$ cat src/rtl/txq_pend_pkg.sv
package txq_pend_pkg;
    typedef enum logic [1:0] {
        ST_OFF  = 2'd0,
        ST_IDLE = 2'd1,
        ST_BUSY = 2'd2,
        ST_HOLD = 2'd3
    } txq_state_e;
endpackage

$ cat src/rtl/txq_cmd_decode.sv
module txq_cmd_decode #(
    parameter int NUM_Q = 8,
    parameter int QIDX  = 0
) (
    input  logic               clk,
    input  logic               rst_n,
    input  logic               cmd_valid_i,
    input  logic [2*NUM_Q-1:0] cmd_word_i,
    output logic               en_q_o,
    output logic               en_nxt_o
);
    localparam int EN_BIT  = QIDX;
    localparam int DIS_BIT = NUM_Q + QIDX;

    logic en_q;

    // Disable takes priority over enable within one command write.
    always_comb begin
        en_nxt_o = en_q;
        if (cmd_valid_i) begin
            if (cmd_word_i[DIS_BIT])
                en_nxt_o = 1'b0;
            else if (cmd_word_i[EN_BIT])
                en_nxt_o = 1'b1;
        end
    end

    always_ff @(posedge clk) begin
        if (!rst_n)
            en_q <= 1'b0;
        else
            en_q <= en_nxt_o;
    end

    assign en_q_o = en_q;
endmodule

$ cat src/rtl/txq_count_core.sv
module txq_count_core #(
    parameter int CNT_W = 14,
    parameter int FLD_W = 16
) (
    input  logic             clk,
    input  logic             rst_n,
    input  logic             hold_i,
    input  logic [FLD_W-1:0] add_i,
    input  logic [FLD_W-1:0] rls_i,
    input  logic             take_i,
    output logic [CNT_W-1:0] pend_o,
    output logic [CNT_W-1:0] sent_o,
    output logic             err_o,
    output logic             pend_nz_nxt_o
);
    localparam int SUM_W = FLD_W + 2;
    localparam logic [SUM_W-1:0] MAXV = SUM_W'((2 ** CNT_W) - 1);

    logic [CNT_W-1:0] pend_q, sent_q, pend_d, sent_d;
    logic             err_q, err_d;
    logic [SUM_W-1:0] p_sum, s_sum;

    always_comb begin
        // take_i only arrives while the pending count is non-zero
        p_sum  = SUM_W'(pend_q) + SUM_W'(add_i) - SUM_W'(take_i);
        s_sum  = SUM_W'(sent_q) + SUM_W'(take_i);
        err_d  = err_q;
        if (p_sum > MAXV) begin
            p_sum = MAXV;
            err_d = 1'b1;
        end
        if (s_sum > MAXV) begin
            s_sum = MAXV;
            err_d = 1'b1;
        end
        if (SUM_W'(rls_i) > s_sum) begin
            s_sum = '0;
            err_d = 1'b1;
        end else begin
            s_sum = s_sum - SUM_W'(rls_i);
        end
        pend_d = p_sum[CNT_W-1:0];
        sent_d = s_sum[CNT_W-1:0];
        if (hold_i) begin
            pend_d = '0;
            sent_d = '0;
            err_d  = 1'b0;
        end
    end

    always_ff @(posedge clk) begin
        if (!rst_n) begin
            pend_q <= '0;
            sent_q <= '0;
            err_q  <= 1'b0;
        end else begin
            pend_q <= pend_d;
            sent_q <= sent_d;
            err_q  <= err_d;
        end
    end

    assign pend_o        = pend_q;
    assign sent_o        = sent_q;
    assign err_o         = err_q;
    assign pend_nz_nxt_o = |pend_d;
endmodule

$ cat src/rtl/txq_state_fsm.sv
module txq_state_fsm
    import txq_pend_pkg::*;
(
    input  logic       clk,
    input  logic       rst_n,
    input  logic       hold_i,
    input  logic       en_nxt_i,
    input  logic       pend_nz_nxt_i,
    output txq_state_e state_o,
    output logic       avail_o
);
    txq_state_e state_q, state_d;

    always_comb begin
        if (hold_i)
            state_d = ST_HOLD;
        else if (!en_nxt_i)
            state_d = ST_OFF;
        else if (pend_nz_nxt_i)
            state_d = ST_BUSY;
        else
            state_d = ST_IDLE;
    end

    always_ff @(posedge clk) begin
        if (!rst_n)
            state_q <= ST_OFF;
        else
            state_q <= state_d;
    end

    always_comb begin
        unique case (state_q)
            ST_OFF:  avail_o = 1'b0;
            ST_IDLE: avail_o = 1'b0;
            ST_BUSY: avail_o = 1'b1;
            ST_HOLD: avail_o = 1'b0;
            default: avail_o = 1'b0;
        endcase
    end

    assign state_o = state_q;
endmodule

$ cat src/rtl/txq_pend_ctr.sv
module txq_pend_ctr
    import txq_pend_pkg::*;
#(
    parameter int NUM_Q = 8,
    parameter int QIDX  = 0,
    parameter int CNT_W = 14,
    parameter int FLD_W = 16
) (
    input  logic               clk,
    input  logic               rst_n,
    input  logic               upd_valid_i,
    input  logic [2*FLD_W-1:0] upd_word_i,
    input  logic               qcmd_valid_i,
    input  logic [2*NUM_Q-1:0] qcmd_word_i,
    input  logic               qrst_i,
    input  logic               sent_i,
    output logic               desc_avail_o,
    output logic [2*FLD_W-1:0] status_o
);
    localparam int UPD_W = 2 * FLD_W;

    logic             en_q, en_nxt, pend_nz_nxt, err, take;
    logic [CNT_W-1:0] pend, sent;
    logic [FLD_W-1:0] add_cnt, rls_cnt;
    txq_state_e       state;

    assign add_cnt = upd_valid_i ? upd_word_i[FLD_W-1:0]     : '0;
    assign rls_cnt = upd_valid_i ? upd_word_i[UPD_W-1:FLD_W] : '0;
    assign take    = sent_i & desc_avail_o & ~qrst_i;

    txq_cmd_decode #(.NUM_Q(NUM_Q), .QIDX(QIDX)) u_cmd (
        .clk        (clk),
        .rst_n      (rst_n),
        .cmd_valid_i(qcmd_valid_i),
        .cmd_word_i (qcmd_word_i),
        .en_q_o     (en_q),
        .en_nxt_o   (en_nxt)
    );

    txq_count_core #(.CNT_W(CNT_W), .FLD_W(FLD_W)) u_cnt (
        .clk          (clk),
        .rst_n        (rst_n),
        .hold_i       (qrst_i),
        .add_i        (add_cnt),
        .rls_i        (rls_cnt),
        .take_i       (take),
        .pend_o       (pend),
        .sent_o       (sent),
        .err_o        (err),
        .pend_nz_nxt_o(pend_nz_nxt)
    );

    txq_state_fsm u_fsm (
        .clk          (clk),
        .rst_n        (rst_n),
        .hold_i       (qrst_i),
        .en_nxt_i     (en_nxt),
        .pend_nz_nxt_i(pend_nz_nxt),
        .state_o      (state),
        .avail_o      (desc_avail_o)
    );

    always_comb begin
        status_o                      = '0;
        status_o[CNT_W-1:0]           = pend;
        status_o[FLD_W+CNT_W-1:FLD_W] = sent;
        status_o[UPD_W-1]             = err;
    end

    logic unused_ok;
    assign unused_ok = en_q ^ state[0];
endmodule

$ cat config.mk
export PLATFORM = sky130hd
export DESIGN_NAME = txq_pend_ctr
export DESIGN_NICKNAME = d
export VERILOG_FILES = /design/src/rtl/txq_pend_pkg.sv /design/src/rtl/txq_cmd_decode.sv /design/src/rtl/txq_count_core.sv /design/src/rtl/txq_state_fsm.sv /design/src/rtl/txq_pend_ctr.sv
export SDC_FILE = /design/constraint.sdc
export NUM_CORES = 1
export LEC_CHECK = 0
export CAP_MARGIN = 20
export CORE_ASPECT_RATIO = 1.2
export CORE_UTILIZATION = 55
export CTS_CLUSTER_DIAMETER = 50
export CTS_CLUSTER_SIZE = 40
export DETAILED_ROUTE_END_ITERATION = 10
export DONT_BUFFER_PORTS = 1
export HOLD_SLACK_MARGIN = 0.08
export MAX_ROUTING_LAYER = met4
export PLACE_DENSITY = 0.72
export SLEW_MARGIN = 5
export SYNTH_ARGS = -nofsm -noshare
export SYNTH_HDL_FRONTEND = slang
export SYNTH_HIERARCHICAL = 1
export SYNTH_SLANG_ARGS = --single-unit
$ cat constraint.sdc
create_clock -name clk -period 5.4 [get_ports clk]
set_clock_uncertainty 0.05 [all_clocks]
set_input_delay 0.54 -clock clk [delete_from_list [all_inputs] [get_ports clk]]
set_output_delay 0.54 -clock clk [all_outputs]
set_load 0.01 [all_outputs]
# Word-level counts from Yosys, hierarchy flattened
# Index checks and enable logic that the tools add are counted.
[classes]
n_addsub = 4
magnitude_cmp = 3
n_eq_ne = 3
n_mux = 15
n_bitwise = 4
n_reduce_logical = 6
[ops]
columns = ["cell", "n"]
rows = [
  ["$gt 18x14->1 const B", 2],
  ["$mux 16", 2],
  ["$mux 14", 2],
  ["$sub 17x1->18", 1],
  ["$add 14x16->17", 1],
  ["$gt 16x15->1", 1],
  ["$add 14x1->15", 1],
  ["$mux 15", 1],
  ["$reduce_or 14->1", 1],
  ["$sub 14x14->14", 1],
  ["$mux 1", 6],
  ["$mux 2", 3],
  ["$reduce_or 3->1", 2],
  ["$eq 2x2->1 const B", 2],
  ["$reduce_bool 3->1", 1],
  ["$and 1x1->1", 2],
  ["$eq 2x1->1 const B", 1],
  ["$logic_not 2->1", 1],
  ["$not 1->1", 2],
  ["$pmux 1 s2", 1],
  ["$reduce_or 2->1", 1],
]
[word_totals]
register_bits = 32
input_bits = 54
out_inout_bits = 33
word_cells = 40

# Depth between registers and ports, before layout
# Gate-level depths: netlist (run 1).
[depth]
depth_word = 13
mapped_depth = 20
depth_no_buf = 20

# By module
# Netlist (run 1), hierarchy kept.
[modules_own_cells]
columns = ["module", "n_inst", "cells_each", "area_per_inst_um2", "seq_area_each_um2"]
rows = [
  ["txq_count_core", 1, 462, 3543.4, 580.6],
  ["txq_pend_ctr", 1, 41, 297.8, 0.0],
  ["txq_state_fsm", 1, 7, 71.3, 40.0],
  ["txq_cmd_decode", 1, 5, 41.3, 20.0],
]

# Least setup slack after synthesis (run 1)
# OpenSTA, ideal clock, no wires.
[synth_timing]
path_kind = "input -> register"
from = "input qrst_i"
to = "register u_cnt.sent_q[10], in the netlist u_cnt/sent_o[10]"
setup_time_ps = 120
t_arrival_ps = 3793
required_ps = 5230
setup_slack_ps = 1437
stages = 17
path_buffers = 1
cell_sequence = "and3b_1 ha_1 ha_1 and3_1 nand2_1 nor2_1 nand3_1 clkbuf_1 nand2b_1 fa_1 a21o_1 a21oi_1 o21bai_1 a2111oi_2 nor3b_1 mux2i_1 o31a_1"
[synth_via]
elab_chain_len = 7
elab_cells_between_ends = 8
classes_between = "2 x add/sub; 2 x order compare; 1 x mux; 2 x bitwise; 1 x reduce/logical"
[synth_lines]
columns = ["item", "line", "source"]
rows = [
  ["from (decl)", "txq_pend_ctr.sv:15", "input logic qrst_i,"],
  ["$not 1->1", "txq_pend_ctr.sv:29", "assign take = sent_i & desc_avail_o & ~qrst_i;"],
  ["$and 1x1->1", "txq_pend_ctr.sv:29", ""],
  ["$add 14x1->15", "txq_count_core.sv:26", "s_sum = SUM_W'(sent_q) + SUM_W'(take_i);"],
  ["$gt 18x14->1", "txq_count_core.sv:32", "if (s_sum > MAXV) begin"],
  ["$mux 15", "txq_count_core.sv:32", ""],
  ["$gt 16x15->1", "txq_count_core.sv:36", "if (SUM_W'(rls_i) > s_sum) begin"],
  ["$reduce_or 3->1 (no source line)", "n/a", ""],
  ["to (signal assigned)", "txq_count_core.sv:58", "sent_q <= sent_d;"],
  ["to (decl)", "txq_count_core.sv:19", "logic [CNT_W-1:0] pend_q, sent_q, pend_d, sent_d;"],
]
# Parallel ways exist; a longest one is shown, timed or not.
# A chain may end at the register's enable or synchronous reset.

# Worst setup path in the final report (run 1)
[layout_timing]
from = "register u_fsm.state_q[1], in the netlist u_fsm/state_o[1]"
to = "register u_cnt.sent_q[10], in the netlist u_cnt/sent_o[10]"
[layout_via]
elab_chain_len = 10
elab_cells_between_ends = 14
classes_between = "2 x add/sub; 2 x order compare; 3 x eq/ne; 2 x mux; 2 x bitwise; 3 x reduce/logical"
[layout_lines]
columns = ["item", "line", "source"]
rows = [
  ["from (decl)", "txq_state_fsm.sv:12", "txq_state_e state_q, state_d;"],
  ["from (signal assigned)", "txq_state_fsm.sv:29", "state_q <= state_d;"],
  ["$eq 2x1->1, or another cell as far along", "txq_state_fsm.sv:33", "unique case (state_q)"],
  ["$reduce_or 3->1 (no source line)", "n/a", ""],
  ["$pmux 1 s2 *", "txq_state_fsm.sv:33", ""],
  ["named net desc_avail_o", "txq_pend_ctr.sv:17", "output logic desc_avail_o,"],
  ["$and 1x1->1 * (2 in a row)", "txq_pend_ctr.sv:29", ""],
  ["named net take", "txq_pend_ctr.sv:22", "logic en_q, en_nxt, pend_nz_nxt, err, take;"],
  ["$add 14x1->15 *", "txq_count_core.sv:26", ""],
  ["$gt 18x14->1", "txq_count_core.sv:32", ""],
  ["$mux 15 *", "txq_count_core.sv:32", ""],
  ["$gt 16x15->1", "txq_count_core.sv:36", ""],
  ["$reduce_or 3->1 (no source line)", "n/a", ""],
]
# Mark *: on every way through the listed nets, which the timed path passes. The rest lies on a longest branch.

==> results of run 1 <==
[area by class of cell]
class                           instances  area, um^2
Clock inverter                          2        35.0
Clock buffer                            6        72.6
Inverter                               93         349
Fill cell                             628        2830
Tap cell                               87         109
Multi-Input combinational cell        374        2860
Sequential cell                        32         641
Timing Repair Buffer                    1        7.51
[state kept, by name, summed over array words and instances (netlist names)]
name / count
u_cnt/pend_o: 14
u_cnt/sent_o: 14
u_fsm/state_o: 2
u_cmd/en_q_o: 1
u_cnt/err_o: 1
[metal layers]
layer,wire length [um],global-route usage,vias up
li1,-,-,1709
met1,3370,0.244,1547
met2,4500,0.457,75
met3,267,0.0251,14
met4,178,0.0864,0
met5,0,-,-
[stage by stage]
stage	power, mW	setup slack [ps]	utilization
after floorplan	0.703	1440	-
after global placement	0.769	879	0.575
after CTS	1.01	810	0.590
final	1.01	798	0.590
after detailed placement	0.778	819	0.575
after global routing	1.09	436	0.590
[cell families after synthesis]
family,Yosys count,synth area share
multiplexers,5,0.0133
XOR/XNOR,23,0.0510
other,2,0.00190
flip-flops,32,0.162
AND/OR/NAND/NOR,172,0.257
buffers and inverters,111,0.117
AO/OA/AOI/OAI,107,0.195
adder cells (fa/ha/maj),63,0.203
[worst max-delay path by stage]
stage | startpoint | endpoint
floorplan | qrst_i | u_cnt/sent_o[10]$_SDFF_PP0_
global placement | qrst_i | u_cnt/sent_o[10]$_SDFF_PP0_
detailed placement | u_fsm/state_o[1]$_SDFF_PN0_ | u_cnt/sent_o[10]$_SDFF_PP0_
CTS | u_fsm/state_o[1]$_SDFF_PN0_ | u_cnt/sent_o[10]$_SDFF_PP0_
global route | u_fsm/state_o[1]$_SDFF_PN0_ | u_cnt/sent_o[10]$_SDFF_PP0_
finish | u_fsm/state_o[1]$_SDFF_PN0_ | u_cnt/sent_o[10]$_SDFF_PP0_
[power by group through the flow]
stage	sequential [mW]	clock, mW	combinational [mW]
after global routing	0.284	0.244	0.561
after detailed placement	0.287	0	0.491
after global placement	0.286	0	0.482
final	0.281	0.233	0.500
after floorplan	0.280	0	0.423
after CTS	0.281	0.237	0.496
[cell usage in the layout (no fill, tap or decap), types with 7 or more instances in the layout]
| cell | count |
|---|---|
| a31oi_1 | 7 |
| nand2_1 | 27 |
| and2_1 | 12 |
| inv_1 | 93 |
| a21oi_2 | 10 |
| nor3_1 | 8 |
| xor2_1 | 15 |
| xnor2_1 | 8 |
| a21o_1 | 7 |
| nand2b_1 | 10 |
| a21oi_1 | 33 |
| o21ai_0 | 12 |
| and3_1 | 10 |
| nor2b_1 | 9 |
| dfxtp_1 | 32 |
| ha_1 | 61 |
| and2_2 | 32 |
| nor2_1 | 21 |
| nand3_1 | 12 |
==> results.md, run 1 <==
Timing:
- The share of the clock period used by the worst path after layout is 0.852.
- The total negative slack for setup checks is 0 ps.
- For the pin with the worst max-slew slack, the measured transition is 854 ps.
- The worst hold slack is 291 ps.
- Setup violations remaining at the end of the flow were counted as 0.
- The routed design could run at a clock period as short as 4600 ps.
- The number of pins with negative max-slew slack in the final report is 0.
- The final-report hold violation count is 0.
- The worst pin sits at a relative slew slack of 0.430.
- The maximum frequency from static timing analysis is 0.217 GHz.
- Setup repair after global routing left no endpoint under its margin.

Finish:
- The count of cells in the finished layout, fillers not included, comes to 595.
- The number of antenna diodes in the final layout is 0.
- The share of cells above drive strength 1 is 0.136.
- From synthesis to final layout, the design area changed by 2.94%.
- The finished cells cover 0.00407 mm^2.
- The net count reported at finish is 624.

Pwr:
- For this design the static power due to leakage is 1.95 nW.
- The maximum ir drop on the vdd rail is 133 uV.
- The relative contribution of sequential cells to total power is 0.277.
- Cell internal power was estimated by the tool at 0.602 mW.
- The share of total power dissipated in combinational logic is 0.493.
- The share of power burned in the clock network is 0.230.
- The power dissipated by switching net loads is 0.413 mW.
- The power per cell area is 249 mW/mm^2.
- The switching power as a share of total power is 0.407.

Outcome:
- The flow ran to the end, and the final reports show no timing, DRC or antenna violations.

Clocking:
- The number of clock buffers inserted by TritonCTS is 5.
- The number of gates resized after cts is 0.
- TritonCTS built the clock tree.
- The H-tree depth is 2.
- After clock tree synthesis, the clock-pin slew on the worst setup and hold paths is 70 ps.
- The post-CTS repair timing setup buffer count is 0.
- The root cell of the clock tree is clkbuf_8.
- The clock latency reported for the late side of the worst-skew pair is 290 ps.
- The number of hold buffers added after CTS was 0.
- Counting along the longest clock path gives a buffer depth of 2.
- Counting every sink on the clock net gives 32.

Worst hold path:
- In this run the worst hold path is classified as input pin to flop.
- The hold path startpoint is qcmd_valid_i.
- The worst hold path terminates at u_cmd/en_q_o$_SDFF_PN0_.
- Counting instances, the worst hold path has a depth of 1.

Critical path:
- The type of the worst setup path is flop to flop.
- The maximum fanout along the worst path is 11.
- The number of cells on the critical path is 17.
- The peak per-stage delay on the critical path is 530 ps.
- The required arrival time at the worst endpoint is 5530 ps.
- The category of cells accounting for the largest share of critical-path delay is simple AND/OR/NAND/NOR gates.
- STA classifies the critical path startpoint as a flop.
- The critical register-to-register path endpoint is u_cnt/sent_o[10]$_SDFF_PP0_.
- The number of buffer and inverter instances along the worst setup path is 0.
- STA classifies the critical path endpoint as a flop.
- The depth of the worst register-to-register path is 17.
- The internal reg-to-reg setup slack is 800 ps.
- On the critical path, the stage with the largest delay is an instance of a2111oi_2.
- The cell that appears most often on the critical path is ha_1.
- Traced cell by cell, the critical path runs through nor2b_1, and3b_1, ha_1, ha_1, and3_1, nand2_1, nor2_1, nand3_1, nand2_1, ha_1, a21o_1, a21oi_1, o21bai_1, a2111oi_2, nor3b_1, mux2i_1, o31a_1.
- The beginning of the worst register-to-register path is u_fsm/state_o[1]$_SDFF_PN0_.
- The data arrival time of the critical path is 4740 ps.

Floorplan:
- The die is 94.9 um tall.
- The core region is 0.00690 mm^2.
- The number of standard-cell rows in the floorplan is 33.
- The overall die area is 0.00753 mm^2.
- The die is 79.4 um wide.
- The initial cell density of the core is 0.573.
- The count of boundary I/O pins is 87.

Synth:
- The commonest cells after synthesis are inv_1, ha_1, a21oi_1.
- The count of different cell masters after synthesis is 65.
- In this run the cell area of the synthesized design comes to 0.00395 mm^2.
- Synthesis inferred 32 register bits.
- Of the synthesized area, sequential elements account for 0.162.
- The library cell with the largest summed area after synthesis is ha_1.
- Among all cell types in the netlist, the one instantiated most often is inv_1.
- Of the post-synthesis cell area, the dominant cell type holds 0.193.
- The number of synthesized flops with an enable pin is 0.
- The share of flip-flops with an asynchronous set or reset is 0.
- The most used flip-flop cell after synthesis is dfxtp_1.
- In the post-synthesis netlist, the biggest area contributors are ha_1, dfxtp_1, inv_1.
- The number of standard cells after synthesis is 515.
- For this run, the number of Yosys warnings is 6.
- A synthesized cell averages 7.68 um^2.

Routing:
- The vias per cell is 5.62.
- The routed wire length is 8320 um.
- The number of search-and-repair iterations in the first detailed-routing pass is 4.
- The routed layout has 3345 vias.
- For this block, the initial DRC count from the detailed router was 120.
- In this run the remaining antenna-violating nets after routing total 0.
- Dividing the detail-routed wire length by the instance count gives 14.0 um.
- In the routed design, unresolved DRC markers number 0.

Global routing:
- The wire length of the first global-routing pass is 13700 um.
- The initial antenna violation count is 0.
- The residual overflow from global routing is 0.
- The number of global-route vias before repair came to 3131.
- Entering global routing, the biggest net connects 33 pins.
- Across every metal layer, demand over resource in global routing totals 0.237.

Place:
- Summing all placed instances gives a cell area of 0.00396 mm^2.
- In this run the tool buffered the top-level ports with 0 buffer cells.
- Once detailed placement completed, the half-perimeter wirelength came to 6550 um.
- In this run, placement finished with an instance count of 587.
- The last weighted congestion value of the routability-driven placer is 0.943.

Run:
- Across the run, the number of max-cap violations was 0.
Note: power is estimated with default switching activity, not from simulation.
==> inputs of run 2 (changes only) <==
--- a/config.mk
+++ b/config.mk
@@ -14,7 +14,7 @@
 export DONT_BUFFER_PORTS = 1
 export HOLD_SLACK_MARGIN = 0.08
 export MAX_ROUTING_LAYER = met4
-export PLACE_DENSITY = 0.72
+export PLACE_DENSITY = 0.77
 export SLEW_MARGIN = 5
 export SYNTH_ARGS = -nofsm -noshare
 export SYNTH_HDL_FRONTEND = slang
==> run 2 against run 1 <==
Net effect:
- worst setup slack gained 100 ps
- global-route usage grew 0.20 points
- utilization shrank 0.18 points
- count of clock-buffer cells in the layout shrank 1
- hold slack lost 5.6 ps
- cell count grew 0.17%
- die area is the same
- critical path depth is the same
- fmax grew 2.2%
- cell area shrank 0.31%
- register-to-register slack gained 100 ps
==> results.md, run 2 (same netlist as run 1, synthesis figures left out) <==
Global routing:
- The most used routing layer in global routing is met2.
- The routing usage on met1 is 0.255.
- Entering global routing, the biggest net connects 33 pins.
- The residual overflow from global routing is 0.
- The met2 usage is 0.463.
- The number of global-route vias before repair is 3217.
- In the global route stage, overall resource usage came out at 0.239.
- For met3 alone, demand over resource in global routing was 0.0261.
- The initial antenna violation count is 0.
- The wire length of the first global-routing pass is 13900 um.

Routing:
- The detailed router finished its first iteration with 199 violations.
- The per-cell routed wire length is 14.1 um.
- The routed wire length is 8420 um.
- The number of search-and-repair iterations in the first detailed-routing pass is 4.
- In the routed layout, each cell is associated on average with a via count of 5.63.
- After detailed routing, the number of remaining DRC violations is 0.
- The via count of the routed design is 3356.
- In this run the remaining antenna-violating nets after routing total 0.

Timing:
- The total negative slack for setup checks is 0 ps.
- Dividing the final minimum period by the clock period gives 0.834.
- The worst hold slack is 285 ps.
- The actual transition at the worst max-transition pin is 862 ps.
- The headroom to the max-slew limit is 0.426.
- Setup violations remaining at the end of the flow were counted as 0.
- For this run, the top clock speed supported by timing is 0.222 GHz.
- The final-report hold violation count is 0.
- Setup repair after global routing left no endpoint under its margin.
- The number of pins with negative max-slew slack in the final report is 0.
- The clock period minus final worst setup slack is 4500 ps.

Critical path:
- Measured in cells, the most critical reg-to-reg path has a length of 17.
- The slowest stage of the critical path is the a2111oi_2 cell.
- The required arrival time at the worst endpoint is 5530 ps.
- Walking the worst path, the cells encountered are nor2b_1, and3b_1, ha_1, ha_1, and3_1, nand2_1, nor2_1, nand3_1, nand2_1, ha_1, a21o_1, a21oi_1, o21bai_1, a2111oi_2, nor3b_1, mux2i_1, o31a_1.
- The internal reg-to-reg setup slack is 900 ps.
- The critical path is of the flop to flop type.
- The nature of the critical path startpoint is a flop.
- The largest single stage delay on the critical path is 500 ps.
- The nature of the critical path endpoint is a flop.
- The most used cell along the critical path is ha_1.
- The worst register-to-register path ends at u_cnt/sent_o[10]$_SDFF_PP0_.
- In this run the worst path has a maximum fanout of 6.
- The data arrival time of the critical path is 4630 ps.
- The beginning of the worst register-to-register path is u_fsm/state_o[1]$_SDFF_PN0_.

Place:
- The placed wire-length estimate after detailed placement is 6680 um.
- The total of buffers placed on input and output ports is 0.
- The last weighted congestion value of the routability-driven placer is 0.884.

Floorplan:
- The number of standard-cell rows in the floorplan is 33.
- The die span in x is 79.4 um.
- The die covers 0.00753 mm^2.
- The initial cell density of the core is 0.573.
- The count of boundary I/O pins is 87.
- The floorplan step defined a core boundary enclosing 0.00690 mm^2.
- The floorplan die height is 94.9 um.

Finish:
- In the final design database the tool counted 625 nets.
- In the layout the commonest cells are inv_1, ha_1, a21oi_1.
- Compared with the post-synthesis result, the final layout area differs by 2.63%.
- The post-layout utilization of the core is 0.588.
- The share of cells above drive strength 1 is 0.139.
- The most common cell after layout, fill and taps aside is inv_1.
- The number of antenna diodes in the final layout is 0.

Worst hold path:
- For hold timing, the worst endpoint is u_cmd/en_q_o$_SDFF_PN0_.
- The worst hold path begins at qcmd_valid_i.
- The tightest min-delay check is of the input pin to flop type.
- Counting instances, the worst hold path has a depth of 1.

Pwr:
- The static leakage is 1.95 nW.
- The worst-case IR drop observed on VDD is 128 uV.
- In this run the power density over the cells is 240 mW/mm^2.

Clocking:
- Clock-pin slew was measured on the worst setup and hold paths at 80 ps.
- In this run the number of H-tree levels came out at 2.
- The TritonCTS sink count is 32.
- For this design, the CTS-stage hold fixing added 0 buffers.
- Gates resized during post-CTS repair numbered 0.
- The clock latency reported for the late side of the worst-skew pair is 290 ps.
- The post-CTS repair timing setup buffer count is 0.
- The root cell of the clock tree is clkbuf_8.
- The maximum root-to-sink buffer count is 2.
- The number of clock buffers inserted by TritonCTS is 5.
- The clock tree from TritonCTS is yes.

Outcome:
- The run finished with clean final reports.

Run:
- The max capacitance violation total is 0.
[run 2: layer usage]
metal  up-vias  wire length (um)
met5         -                 0
met4         0                57
met3         4               250
met2        62              4550
met1      1579              3560
li1       1711                 -
[run 2: how the worst max path moves through the flow]
stage	start	to	slack, ps
finish	u_fsm/state_o[1]$_SDFF_PN0_	u_cnt/sent_o[10]$_SDFF_PP0_	900
global route	u_fsm/state_o[1]$_SDFF_PN0_	u_cnt/sent_o[8]$_SDFF_PP0_	570
CTS	u_fsm/state_o[1]$_SDFF_PN0_	u_cnt/sent_o[10]$_SDFF_PP0_	880
detailed placement	u_fsm/state_o[1]$_SDFF_PN0_	u_cnt/sent_o[10]$_SDFF_PP0_	910
global placement	qrst_i	u_cnt/sent_o[10]$_SDFF_PP0_	1020
floorplan	qrst_i	u_cnt/sent_o[10]$_SDFF_PP0_	1440
[run 2: cell type report]
type                    count  area, um^2
fillers                   649        2840
well taps                  87         109
clock buffers               5        68.8
repair buffers              2        15.0
inverters                  93         349
flip-flops and latches     32         641
multi-input cells         374        2860
clock inverters             3        18.8
[run 2: critical path: cells and delay by family, from the launching register on]
family                   cells  cell delay [ps]
flip-flops                   1              310
AO/OA/AOI/OAI                5             1360
multiplexers                 1              150
adder cells (fa/ha/maj)      3              720
AND/OR/NAND/NOR              8             1800
[run 2: report_power, final]
| group | leakage, nW | internal, mW | switching (mW) |
|---|---|---|---|
| Sequential | 0.264 | 0.255 | 0.0256 |
| Combinational | 1.64 | 0.210 | 0.288 |
| Clock | 0.0479 | 0.0900 | 0.103 |
[run 2: through the flow]
step                power (mW)  cells  worst slack, ps  instance area (um^2)
detailed placement       0.777    588              908                  3970
finish                   0.972    596              898                  4060
floorplan                0.703    517             1440                  3960
CTS                      0.972    596              882                  4060
global route              1.05    596              566                  4060
global placement         0.762    588             1020                  3970
==> inputs of run 3 (changes only) <==
==> constraint.sdc (replaced) <==
create_clock -name clk -period 4.3 [get_ports clk]
set_clock_uncertainty 0.05 [all_clocks]
set_input_delay 0.43 -clock clk [delete_from_list [all_inputs] [get_ports clk]]
set_output_delay 0.43 -clock clk [all_outputs]
set_load 0.01 [all_outputs]
==> run 3 against run 2 <==
Net effect:
- combinational power up 29%
- sequential power up 26%
- total power is 36% higher
- cell count is 0.84% higher
- first-iteration DRC count is 16% lower
- utilization is 1.7 points higher
- fmax grew 13%
- critical path depth rose by 1
- clock power is 70% higher
- via count about the same
- wire length rose by 0.52%
- die area stayed put
- critical path type unchanged
- largest power group unchanged
- highest routed layer unchanged
==> results.md, run 3 (same netlist as run 1, synthesis figures left out) <==
Outcome:
- The run finished with clean final reports.

Critical path:
- The number of buffers and inverters on the critical path is 1.
- The maximum fanout along the worst path is 7.
- By startpoint and endpoint, the worst setup path is classified as flop to flop.
- The most used cell along the critical path is ha_1.
- The nature of the critical path startpoint is a flop.
- Walking the worst path, the cells encountered are nor2b_1, and3b_1, ha_1, ha_1, and3_1, nand2_1, nor2_1, nand3_2, buf_4, nand2_1, ha_1, a21o_1, a21oi_2, o21bai_1, a2111oi_4, nor3b_2, mux2i_1, o31a_1.
- On the worst path, the slowest cell contributes a delay of 420 ps.
- Data on the critical path arrives at its endpoint at 4110 ps.
- The slowest stage of the critical path belongs to the cell a2111oi_4.
- The nature of the critical path endpoint is a flop.
- Data on the critical path is required at its endpoint by 4430 ps.
- The category of cells accounting for the largest share of critical-path delay is compound AO/OA/AOI/OAI gates.

Finish:
- Once layout is done, the placed cells without fillers occupy 0.00417 mm^2.
- The number of diodes added for antenna fixing is 0.
- Of the cells placed in the final design, the portion with a size suffix greater than 1 is 0.156.
- In the layout the commonest cells are inv_1, ha_1, and2_2, dfxtp_1, a21oi_1.
- Measured on the finished design, the core utilization comes to 0.605.
- The library cell used most frequently in the layout, excluding fill and tap cells, is inv_1.
- The post-synthesis to final-layout area growth is 5.51%.
- The count of fill cells added during filler insertion is 601.
- The net count reported at finish is 630.

Pwr:
- For this design the static power due to leakage is 1.99 nW.
- IR analysis of the VDD net gives a maximum drop of 167 uV.
- Of the total power, the share spent switching nets is 0.398.
- The fraction of power consumed by combinational cells is 0.485.
- Power spread over the standard cell area amounts to 317 mW/mm^2.
- The share of power burned in the clock network is 0.249.
- Summed over all nets, the switching power comes to 0.526 mW.
- The relative contribution of sequential cells to total power is 0.266.
- The internal portion of the total power is 0.797 mW.

Worst hold path:
- The class of the tightest hold or removal check is input pin to flop.

Timing:
- The headroom to the max-slew limit is 0.399.
- The number of pins with negative max-slew slack in the final report is 0.
- The final setup violation count is 0.
- The share of the clock period used by the worst path after layout is 0.925.
- Setup slack closes at 324 ps.
- The final-report hold violation count is 0.
- Summed over all failing endpoints, the final setup total negative slack is 0 ps.
- The worst hold slack is 184 ps.
- Derived from the worst setup path, the maximum achievable clock frequency is 0.252 GHz.
- For the pin with the worst max-slew slack, the measured transition is 902 ps.
- Setup repair after global routing left no endpoint under its margin.
- The routed design could run at a clock period as short as 3980 ps.

Place:
- The total of buffers placed on input and output ports is 0.
- The worst setup slack before clock tree synthesis is -69.1 ps.
- The last weighted congestion value of the routability-driven placer is 0.885.
- Once detailed placement completed, the half-perimeter wirelength came to 6710 um.
- Once placement finished, the instance area stood at 0.00401 mm^2.

Run:
- Max-cap violations in this run came to 0.

Floorplan:
- The number of standard-cell rows in the floorplan is 33.
- The floorplan step defined a core boundary enclosing 0.00690 mm^2.
- For this configuration, the core starts out at a cell density of 0.573.
- The die span in x is 79.4 um.
- The floorplan die height is 94.9 um.
- The floorplan step defined a die boundary enclosing 0.00753 mm^2.
- The count of boundary I/O pins is 87.

Clocking:
- The clock latency reported for the late side of the worst-skew pair is 290 ps.
- In this run the clock root is driven by a clkbuf_8.
- For this design, the sink count on the clock tree is 32.
- The maximum root-to-sink buffer count is 2.
- TritonCTS built the clock tree.
- The number of clock buffers inserted by TritonCTS is 5.
- The post-CTS repair timing setup buffer count is 0.
- Clock-pin slew was measured on the worst setup and hold paths at 70 ps.
- The H-tree generated during clock tree synthesis spans 2 levels.

Global routing:
- The number of global-route vias before repair is 3264.
- The first global-routing pass estimated 13900 um of wire.
- For this run the aggregate overflow at the end of global routing stands at 0.
- Entering global routing, the biggest net connects 33 pins.
- The initial antenna violation count was 0.
- For this run, the total global-route usage over all layers was measured as 0.239.

Routing:
- The count of nets left with antenna violations once routing finished came out at 0.
- The number of search-and-repair iterations in the first detailed-routing pass is 5.
- The iteration-0 DRC count of the detailed router is 167.
- The vias per cell is 5.59.
- The via count of the routed design is 3358.
- In the routed design, unresolved DRC markers number 0.
- The routed wire length is 8460 um.
- Dividing the detail-routed wire length by the instance count gives 14.1 um.
==> run 3: worst paths after layout <==
kind | from | end | slack (ps) | cells past startpoint
setup / recovery | u_fsm/state_o[1]$_SDFF_PN0_ | u_cnt/sent_o[10]$_SDFF_PP0_ | 320 | 18
hold / removal | qcmd_valid_i | u_cmd/en_q_o$_SDFF_PN0_ | 180 | 1
setup reg to reg | u_fsm/state_o[1]$_SDFF_PN0_ | u_cnt/sent_o[10]$_SDFF_PP0_ | 320 | 18
hold reg to reg | u_cmd/en_q_o$_SDFF_PN0_ | u_cmd/en_q_o$_SDFF_PN0_ | 510 | 2
==> run 3: final cells by class <==
cell class                 instances  area [um^2]  share of cell area
clock buffer                       7         96.3              0.0231
clock inverter                     1         30.0             0.00720
inverter                          93          349              0.0837
multi-input combinational        374         2890               0.694
sequential                        32          641               0.154
tap                               87          109              0.0261
timing repair buffer               7         52.6              0.0126
==> run 3: power by group through the flow <==
stage | Clock [mW] | Sequential, mW | Combinational, mW
after floorplan | 0 | 0.352 | 0.531
after global placement | 0 | 0.359 | 0.605
after detailed placement | 0 | 0.360 | 0.622
after CTS | 0.335 | 0.354 | 0.628
after global routing | 0.345 | 0.356 | 0.715
final | 0.329 | 0.353 | 0.641
==> run 3: metrics by stage <==
step           instances  power (mW)
5_1_grt              601        1.42
3_3_place_gp         593       0.964
6_report             601        1.32
4_1_cts              601        1.32
3_5_place_dp         593       0.982
2_1_floorplan        517       0.883
==> run 3: worst register-to-register path: stages, from the launching register on <==
cell and delay (ps):
dfxtp_1 300, nor2b_1 160, and3b_1 230, ha_1 210, ha_1 200, and3_1 200
nand2_1 80, nor2_1 190, nand3_2 180, buf_4 190, nand2_1 70, ha_1 290
a21o_1 220, a21oi_2 190, o21bai_1 140, a2111oi_4 420, nor3b_2 120, mux2i_1 140
o31a_1 290
==> run 3: metal layers <==
layer | global-route usage | vias up | share of wire
li1 | - | 1718 | -
met1 | 0.241 | 1544 | 0.41
met2 | 0.466 | 88 | 0.54
met3 | 0.0348 | 8 | 0.043
met4 | 0.0742 | 0 | 0.011
met5 | - | - | 0
==> run 3: timing repair <==
action	CTS	global route
hold buffers	0	0
setup endpoints to repair	14	14
gates resized for setup	1	5
pin swaps	0	1
